==> config.mk <==
export PLATFORM = sky130hd
export DESIGN_NAME = slptmr_wdog
export DESIGN_NICKNAME = d
export VERILOG_FILES = /design/src/rtl/slpwd_pkg.sv /design/src/rtl/slpwd_sleep_timer.sv /design/src/rtl/slpwd_wdog.sv /design/src/rtl/slpwd_status.sv /design/src/rtl/slptmr_wdog.sv
export SDC_FILE = /design/constraint.sdc
export NUM_CORES = 1
export LEC_CHECK = 0
export ABC_AREA = 1
export BUFFER_PORTS_ARGS = -buffer_cell sky130_fd_sc_hd__buf_2
export CAP_MARGIN = 10
export CORE_ASPECT_RATIO = 0.9
export CORE_MARGIN = 2
export CORE_UTILIZATION = 48
export CTS_CLUSTER_DIAMETER = 120
export DETAILED_ROUTE_END_ITERATION = 12
export PLACE_DENSITY_LB_ADDON = 0.12
export REMOVE_ABC_BUFFERS = 1
export SYNTH_ARGS = -nofsm -noshare
export SYNTH_HDL_FRONTEND = slang
export SYNTH_HIERARCHICAL = 1
export SYNTH_SLANG_ARGS = --single-unit
==> constraint.sdc <==
create_clock -name clk -period 1.9 [get_ports clk]
set_input_delay 0.38 -clock clk [delete_from_list [all_inputs] [get_ports clk]]
set_output_delay 0.38 -clock clk [all_outputs]
set_load 0.005 [all_outputs]
==> src/rtl/slpwd_pkg.sv <==
// Shared constants and types for the sleep timer / watchdog block.
// Assumes an 8-bit status byte whose bit positions are visible to software.
package slpwd_pkg;
    localparam int BIT_GIE   = 7;
    localparam int BIT_WDRS  = 5;
    localparam int BIT_PORS  = 4;
    localparam int BIT_SLEEP = 3;
    localparam int BIT_HALT  = 0;
    localparam logic [7:0] KICK_FULL = 8'h38;

    // Stored bits of the status/control byte.
    typedef struct packed {
        logic wdrs;
        logic pors;
        logic sleep;
        logic halt;
    } ctl_bits_t;
endpackage

==> src/rtl/slpwd_sleep_timer.sv <==
// Sleep interval counter. Counts slow ticks up to a terminal count chosen
// by sel (2^(BASE_LOG+STEP_LOG*sel)), then wraps and pulses irq one cycle later.
// Assumes tick is a single-cycle enable in the clk domain.
module slpwd_sleep_timer #(
    parameter int BASE_LOG = 6,
    parameter int STEP_LOG = 3,
    parameter int SEL_W    = 2
) (
    input  logic             clk,
    input  logic             por_n,
    input  logic             drop,
    input  logic             fire,
    input  logic             tick,
    input  logic [SEL_W-1:0] sel,
    output logic             ovf,
    output logic             irq
);
    localparam int NSEL  = 1 << SEL_W;
    localparam int CNT_W = BASE_LOG + STEP_LOG * (NSEL - 1);

    logic [CNT_W-1:0] cnt_q;
    logic [CNT_W-1:0] last_tab [NSEL];

    // Terminal value per select, computed from the parameters.
    for (genvar g = 0; g < NSEL; g++) begin : g_last
        localparam longint unsigned LASTV = (64'd1 << (BASE_LOG + STEP_LOG * g)) - 64'd1;
        assign last_tab[g] = CNT_W'(LASTV);
    end

    // Interval end: a tick arriving at or beyond the terminal value.
    always_comb begin
        ovf = tick && (cnt_q >= last_tab[sel]);
    end

    // Count ticks; wrap at interval end; clear on reset events or full kick.
    always_ff @(posedge clk) begin
        if (!por_n || drop || fire) begin
            cnt_q <= '0;
        end else if (tick) begin
            cnt_q <= ovf ? '0 : cnt_q + 1'b1;
        end
    end

    // Registered one-cycle interrupt for each interval end.
    always_ff @(posedge clk) begin
        if (!por_n) begin
            irq <= 1'b0;
        end else begin
            irq <= ovf && !drop;
        end
    end
endmodule

==> src/rtl/slpwd_wdog.sv <==
// Watchdog counter. Counts interval ends while armed and fires on reaching
// THRESH. Any kick zeroes it. Assumes ovf is the sleep timer's wrap strobe.
module slpwd_wdog #(
    parameter int THRESH = 3
) (
    input  logic clk,
    input  logic por_n,
    input  logic drop,
    input  logic kick,
    input  logic arm,
    input  logic ovf,
    output logic fire,
    output logic wd_rst
);
    localparam int W = $clog2(THRESH + 1);
    localparam logic [W-1:0] LAST_CNT = W'(THRESH - 1);

    logic [W-1:0] cnt_q;

    // Timeout: the interval end that brings the count to THRESH.
    always_comb begin
        fire = arm && ovf && !kick && !drop && (cnt_q == LAST_CNT);
    end

    // Count interval ends while armed; clear on kick, reset or timeout.
    always_ff @(posedge clk) begin
        if (!por_n || drop || kick || fire || !arm) begin
            cnt_q <= '0;
        end else if (ovf) begin
            cnt_q <= cnt_q + 1'b1;
        end
    end

    // One-cycle registered reset request.
    always_ff @(posedge clk) begin
        if (!por_n) begin
            wd_rst <= 1'b0;
        end else begin
            wd_rst <= fire;
        end
    end
endmodule

==> src/rtl/slpwd_status.sv <==
// Status/control byte: reset-cause flags (clear-only), sleep request
// (cleared by pending interrupt), halt request (sticky until reset).
// Assumes fire and drop never assert together.
module slpwd_status
    import slpwd_pkg::*;
(
    input  logic      clk,
    input  logic      por_n,
    input  logic      drop,
    input  logic      fire,
    input  logic      wr,
    input  ctl_bits_t wbits,
    input  logic      irq_pending,
    input  logic      gie,
    output ctl_bits_t ctl,
    output logic [7:0] stat_byte
);
    // Update stored bits by priority: power-on, watchdog, external, software.
    always_ff @(posedge clk) begin
        if (!por_n) begin
            ctl <= '{wdrs: 1'b0, pors: 1'b1, sleep: 1'b0, halt: 1'b0};
        end else if (fire) begin
            ctl.wdrs  <= 1'b1;
            ctl.sleep <= 1'b0;
            ctl.halt  <= 1'b0;
        end else if (drop) begin
            ctl.sleep <= 1'b0;
            ctl.halt  <= 1'b0;
        end else begin
            if (wr) begin
                ctl.wdrs  <= ctl.wdrs & wbits.wdrs;
                ctl.pors  <= ctl.pors & wbits.pors;
                ctl.sleep <= wbits.sleep && !irq_pending;
                ctl.halt  <= ctl.halt | wbits.halt;
            end else if (irq_pending) begin
                ctl.sleep <= 1'b0;
            end
        end
    end

    // Assemble the readable byte; reserved positions stay zero.
    always_comb begin
        stat_byte            = '0;
        stat_byte[BIT_GIE]   = gie;
        stat_byte[BIT_WDRS]  = ctl.wdrs;
        stat_byte[BIT_PORS]  = ctl.pors;
        stat_byte[BIT_SLEEP] = ctl.sleep;
        stat_byte[BIT_HALT]  = ctl.halt;
    end
endmodule

==> src/rtl/slptmr_wdog.sv <==
// Top: sleep interval timer, watchdog and status/control byte on a simple
// register bus. Assumes synchronous active-low resets and a slow-tick enable.
module slptmr_wdog
    import slpwd_pkg::*;
#(
    parameter int              ADDR_W    = 8,
    parameter logic [ADDR_W-1:0] STAT_ADDR = 8'hFF,
    parameter logic [ADDR_W-1:0] KICK_ADDR = 8'hE3,
    parameter int              BASE_LOG  = 6,
    parameter int              STEP_LOG  = 3,
    parameter int              SEL_W     = 2,
    parameter int              THRESH    = 3
) (
    input  logic              clk,
    input  logic              por_n,
    input  logic              ext_rst_n,
    input  logic              slow_tick,
    input  logic [SEL_W-1:0]  ivl_sel,
    input  logic [ADDR_W-1:0] bus_addr,
    input  logic              bus_wr,
    input  logic [7:0]        bus_wdata,
    output logic [7:0]        bus_rdata,
    input  logic              gie_in,
    input  logic              irq_pending,
    output logic              slp_irq,
    output logic              wdog_rst,
    output logic              cpu_sleep,
    output logic              cpu_halt
);
    logic      stat_wr, kick, kick_full, drop, ovf, fire;
    logic      flag_pors, flag_wdrs;
    ctl_bits_t wbits, ctl;
    logic [7:0] stat_byte;

    // Decode bus writes and the external reset strobe.
    always_comb begin
        drop       = !ext_rst_n;
        stat_wr    = bus_wr && (bus_addr == STAT_ADDR) && !drop;
        kick       = bus_wr && (bus_addr == KICK_ADDR) && !drop;
        kick_full  = kick && (bus_wdata == KICK_FULL);
        wbits.wdrs  = bus_wdata[BIT_WDRS];
        wbits.pors  = bus_wdata[BIT_PORS];
        wbits.sleep = bus_wdata[BIT_SLEEP];
        wbits.halt  = bus_wdata[BIT_HALT];
    end

    slpwd_sleep_timer #(
        .BASE_LOG(BASE_LOG),
        .STEP_LOG(STEP_LOG),
        .SEL_W   (SEL_W)
    ) u_timer (
        .clk  (clk),
        .por_n(por_n),
        .drop (drop || kick_full),
        .fire (fire),
        .tick (slow_tick),
        .sel  (ivl_sel),
        .ovf  (ovf),
        .irq  (slp_irq)
    );

    slpwd_wdog #(
        .THRESH(THRESH)
    ) u_wdog (
        .clk   (clk),
        .por_n (por_n),
        .drop  (drop),
        .kick  (kick),
        .arm   (!ctl.pors),
        .ovf   (ovf),
        .fire  (fire),
        .wd_rst(wdog_rst)
    );

    slpwd_status u_stat (
        .clk        (clk),
        .por_n      (por_n),
        .drop       (drop),
        .fire       (fire),
        .wr         (stat_wr),
        .wbits      (wbits),
        .irq_pending(irq_pending),
        .gie        (gie_in),
        .ctl        (ctl),
        .stat_byte  (stat_byte)
    );

    // Drive request outputs, flags for checking, and read data.
    always_comb begin
        cpu_sleep = ctl.sleep;
        cpu_halt  = ctl.halt;
        flag_pors = ctl.pors;
        flag_wdrs = ctl.wdrs;
        bus_rdata = (bus_addr == STAT_ADDR) ? stat_byte : 8'h00;
    end
endmodule


==> results.md <==
- Ranked by instance count, the synthesized netlist is headed by nand2_1, inv_1, nor2_1.
- The final hold violation count is 0.
- In this run the standard cell core region covers 0.003043 mm².
- The post-route cell area is 0.001987 mm².
- The share of the synthesized area in the top cell type is 30.02%.
- The routed design has 3078 µm of wire.
- The number of placement rows is 19.
- In this run the worst hold path is classified as input port to flip-flop.
- The maximum VDD drop is 0.3631 mV.
- The largest net degree at the start of global routing is 15.
- The die is 57.63 µm tall.
- The source-to-sink clock delay at the later pin of the worst-skew pair is 0.32 ns.
- STA classifies the critical path endpoint as a flip-flop.
- The post-synthesis sequential element count is 23.
- The HPWL after detailed placement is 2291 µm.
- In this run the cell area measured after placement is 0.001785 mm².
- The path with the worst hold slack has its endpoint at u_stat/ctl[1]$_SDFFE_PP0P_.
- The internal portion of total power is 0.6115 mW.
- The required time of the worst setup path is 2.11 ns.
- The first global-routing pass estimated 4919 µm of wire.
- The share of synthesized flip-flops with an asynchronous set or reset is 0%.
- In this run, synthesis inferred 0 flip-flops with an integrated enable.
- The overall track demand over capacity in global routing is 17.12%.
- The clock period could shrink to 1.829 ns.
- The sequential area share after synthesis is 30.02%.
- Across all setup checks in the final design, the least slack found is 0.07066 ns.
- The number of synthesis warnings is 6.
- Relative to the synthesized area, the layout overhead comes to 29.53%.
- The detailed router finished its first iteration with 28 violations.
- Between clock sinks in the finished design, the worst skew comes to 0.01428 ns.
- The repair_antennas step left the layout with diodes totalling 0.
- The routed length per instance is 9.803 µm.
- The via count of the first global-routing pass is 1,188.
- Once the floorplan was initialized, standard cells occupied 50.41% of the core.
- Sorting the synthesized cells by area gives the leading types as dfxtp_1, nand2_1, inv_1.
- The post-synthesis cell count is 225.
- The launching point of the worst reg2reg path is u_timer/cnt_q[12]$_SDFFE_PP0P_.
- Timing would allow up to 546.6 MHz.
- The detailed-route via count is 1,396.
- The vias per cell is 4.446.
- The final weighted congestion in routability-driven placement is 0.8581.
- The share of total power dissipated in the clock network is 28.6%.
- The die area is 0.003665 mm².
- The startpoint identified for the worst hold timing path is irq_pending.
- In this run the critical register-to-register path is captured at u_timer/cnt_q[9]$_SDFFE_PP0P_.
- CTS placed an instance of clkbuf_4 at the clock tree root.
- TritonCTS built the clock tree.
- The number of placed instances, taps included, is 306.
- The final clock period utilization by the worst path is 96.28%.
- The sink count of the clock tree is 23.
- The number of buffers inserted by port buffering is 33.
- The initial antenna violation count is 0.
- In this run the deepest clock path goes through 2 buffers.
- In this run the remaining antenna-violating nets after routing total 0.
- The cell with the most instances after synthesis is nand2_1.
- For this run, the share of the core covered by cells in the final layout is 65.30%.
- For this design the total switching power over the nets is 0.2092 mW.
- The final-report setup violation count is 0.
- The global-route congestion overflow total is 0.
- The count of distinct cell types in the synthesized netlist is 31.
- The clock transition at the registers of the reported paths is 0.14 ns.
- The biggest area consumer among synthesized cells is dfxtp_1.
- The number of detailed-route iterations in the first pass is 4.
- The data arrival time of the critical path is 2.04 ns.
- At the pin with the least slew margin, the transition time is 0.5017 ns.
- The I/O pin total is 37.
- The worst hold path stage count is 2.
- The worst reg2reg path depth is 17.
- Net switching is 25.49% of the power.
- Setup repair after global routing could not meet its margin everywhere.
- The minimum hold slack is 0.2253 ns.
- The pre-CTS setup slack is -0.3687 ns.
- The deepest level of the CTS H-tree is 1.
- The detailed-route DRC error count is 0.
- The mapped netlist covers 0.001534 mm².
- The register-to-register path setup slack is 0.07 ns.
- The final layout net count is 306.
- The leakage power total is 0.9213 nW.
- The number of buffers created by CTS is 3.
- The width of the die is 63.59 µm.
- In this run the worst path has a maximum fanout of 6.
- The max-capacitance violation count is 0.
- Per report_power, the sequential group accounts for 58.9% of the total.
- The worst slew margin relative to its limit is 66.55%.
- The worst setup path category is flip-flop to flip-flop.
- The mean post-synth cell area is 6.818 µm².
- In the final layout, the share of cells above drive strength 1 is 41.18%.
- The worst setup path is launched from a flip-flop.
- The power per cell area is 413.1 mW/mm².
- The share of total power dissipated in combinational logic is 12.5%.
- The final max-slew violation count is 0.
- For this run, the leading register cell type out of synthesis is dfxtp_1.
- The final cell count without fillers is 314.
- The flow ran to the end, and the final reports show no timing, DRC or antenna violations.
[state kept, by name, indices dropped and copies added, names as in the netlist]
register,flops
u_stat/ctl,4
u_wdog/wd_rst,1
u_timer/irq,1
u_wdog/cnt_q,2
u_timer/cnt_q,15
[cell type report]
type	instances	area [µm²]
fill	298	1056
multi-input combinational	154	975.9
sequential	23	471.7
timing repair buffer	51	304.0
inverter	40	152.6
tap	42	52.55
clock buffer	3	22.52
clock inverter	1	7.507
[timing repair]
action                                  CTS  global route
setup buffers                             0             3
gates resized for setup                  14            26
endpoints found under the setup margin   18            19
cloned                                    1             0
pin swaps                                 2            13
hold buffers                              0             0
[worst max-delay path: stages, from the launching register on]
cell     delay, ns
dfxtp_4       0.39
ha_4          0.26
nand2_2       0.05
nor2_2        0.11
nand2_1       0.06
inv_1         0.06
nand3_2       0.06
nand3_2       0.06
nand2_2       0.06
inv_2         0.06
nand2_1       0.04
inv_1         0.06
nand2_2       0.06
inv_2         0.08
nor2_4        0.05
nand2_2       0.09
buf_6         0.12
nor2_1        0.04
[cell families after synthesis]
| family | synth area share [%] |
|---|---|
| simple gates | 35.07 |
| buf+inv | 14.93 |
| flops | 30.02 |
| compound gates | 7.994 |
| fa+ha+maj | 6.526 |
| xor+xnor | 4.567 |
| other cells | 0.2445 |
| mux | 0.6526 |
[stage by stage]
stage / total power, mW / setup TNS (ns)
after floorplan: 0.5338 / -2.198
after global routing: 0.8683 / -1.123
after CTS: 0.8252 / 0
after global placement: 0.5775 / -5.543
after detailed placement: 0.5786 / -6.083
final: 0.8207 / 0
[worst max-delay path by stage]
stage,start,to,cells after the start
2_1_floorplan,ivl_sel[1],u_timer/cnt_q[0]$_SDFFE_PP0P_,17
3_3_place_gp,ivl_sel[0],u_timer/cnt_q[8]$_SDFFE_PP0P_,19
3_5_place_dp,ivl_sel[1],u_timer/cnt_q[11]$_SDFFE_PP0P_,20
4_1_cts,u_timer/cnt_q[12]$_SDFFE_PP0P_,u_stat/ctl[2]$_SDFFE_PN1P_,18
5_1_grt,u_timer/cnt_q[10]$_SDFFE_PP0P_,u_timer/cnt_q[13]$_SDFFE_PP0P_,18
6_report,u_timer/cnt_q[12]$_SDFFE_PP0P_,u_timer/cnt_q[9]$_SDFFE_PP0P_,17
[power by group through the flow]
stage / clock, mW / combinational [mW] / sequential (mW)
after detailed placement: 0 / 0.0828 / 0.496
after CTS: 0.248 / 0.0920 / 0.485
final: 0.235 / 0.102 / 0.484
after global placement: 0 / 0.0818 / 0.496
after global routing: 0.269 / 0.116 / 0.484
after floorplan: 0 / 0.0382 / 0.496
[layout by cell type (no fill, tap or decap), types with 6 or more instances in the layout]
master	synthesis	layout
a21oi_1	10	7
buf_2	0	33
buf_4	9	17
dfxtp_1	23	16
dfxtp_2	0	6
inv_1	39	33
nand2_1	43	37
nand2_2	2	8
nand3_1	10	6
nor2_1	32	29
nor2_2	12	14
[layer usage]
layer / global-route usage, % / part of all wire, % / vias up
met1: 21.35 / 48 / 590
met3: 5.049 / 5.7 / 4
met2: 28.57 / 45 / 29
li1: - / - / 773
met4: 5.901 / 1.7 / 0
met5: 0 / 0 / -
(Power assumes the default switching activity.)
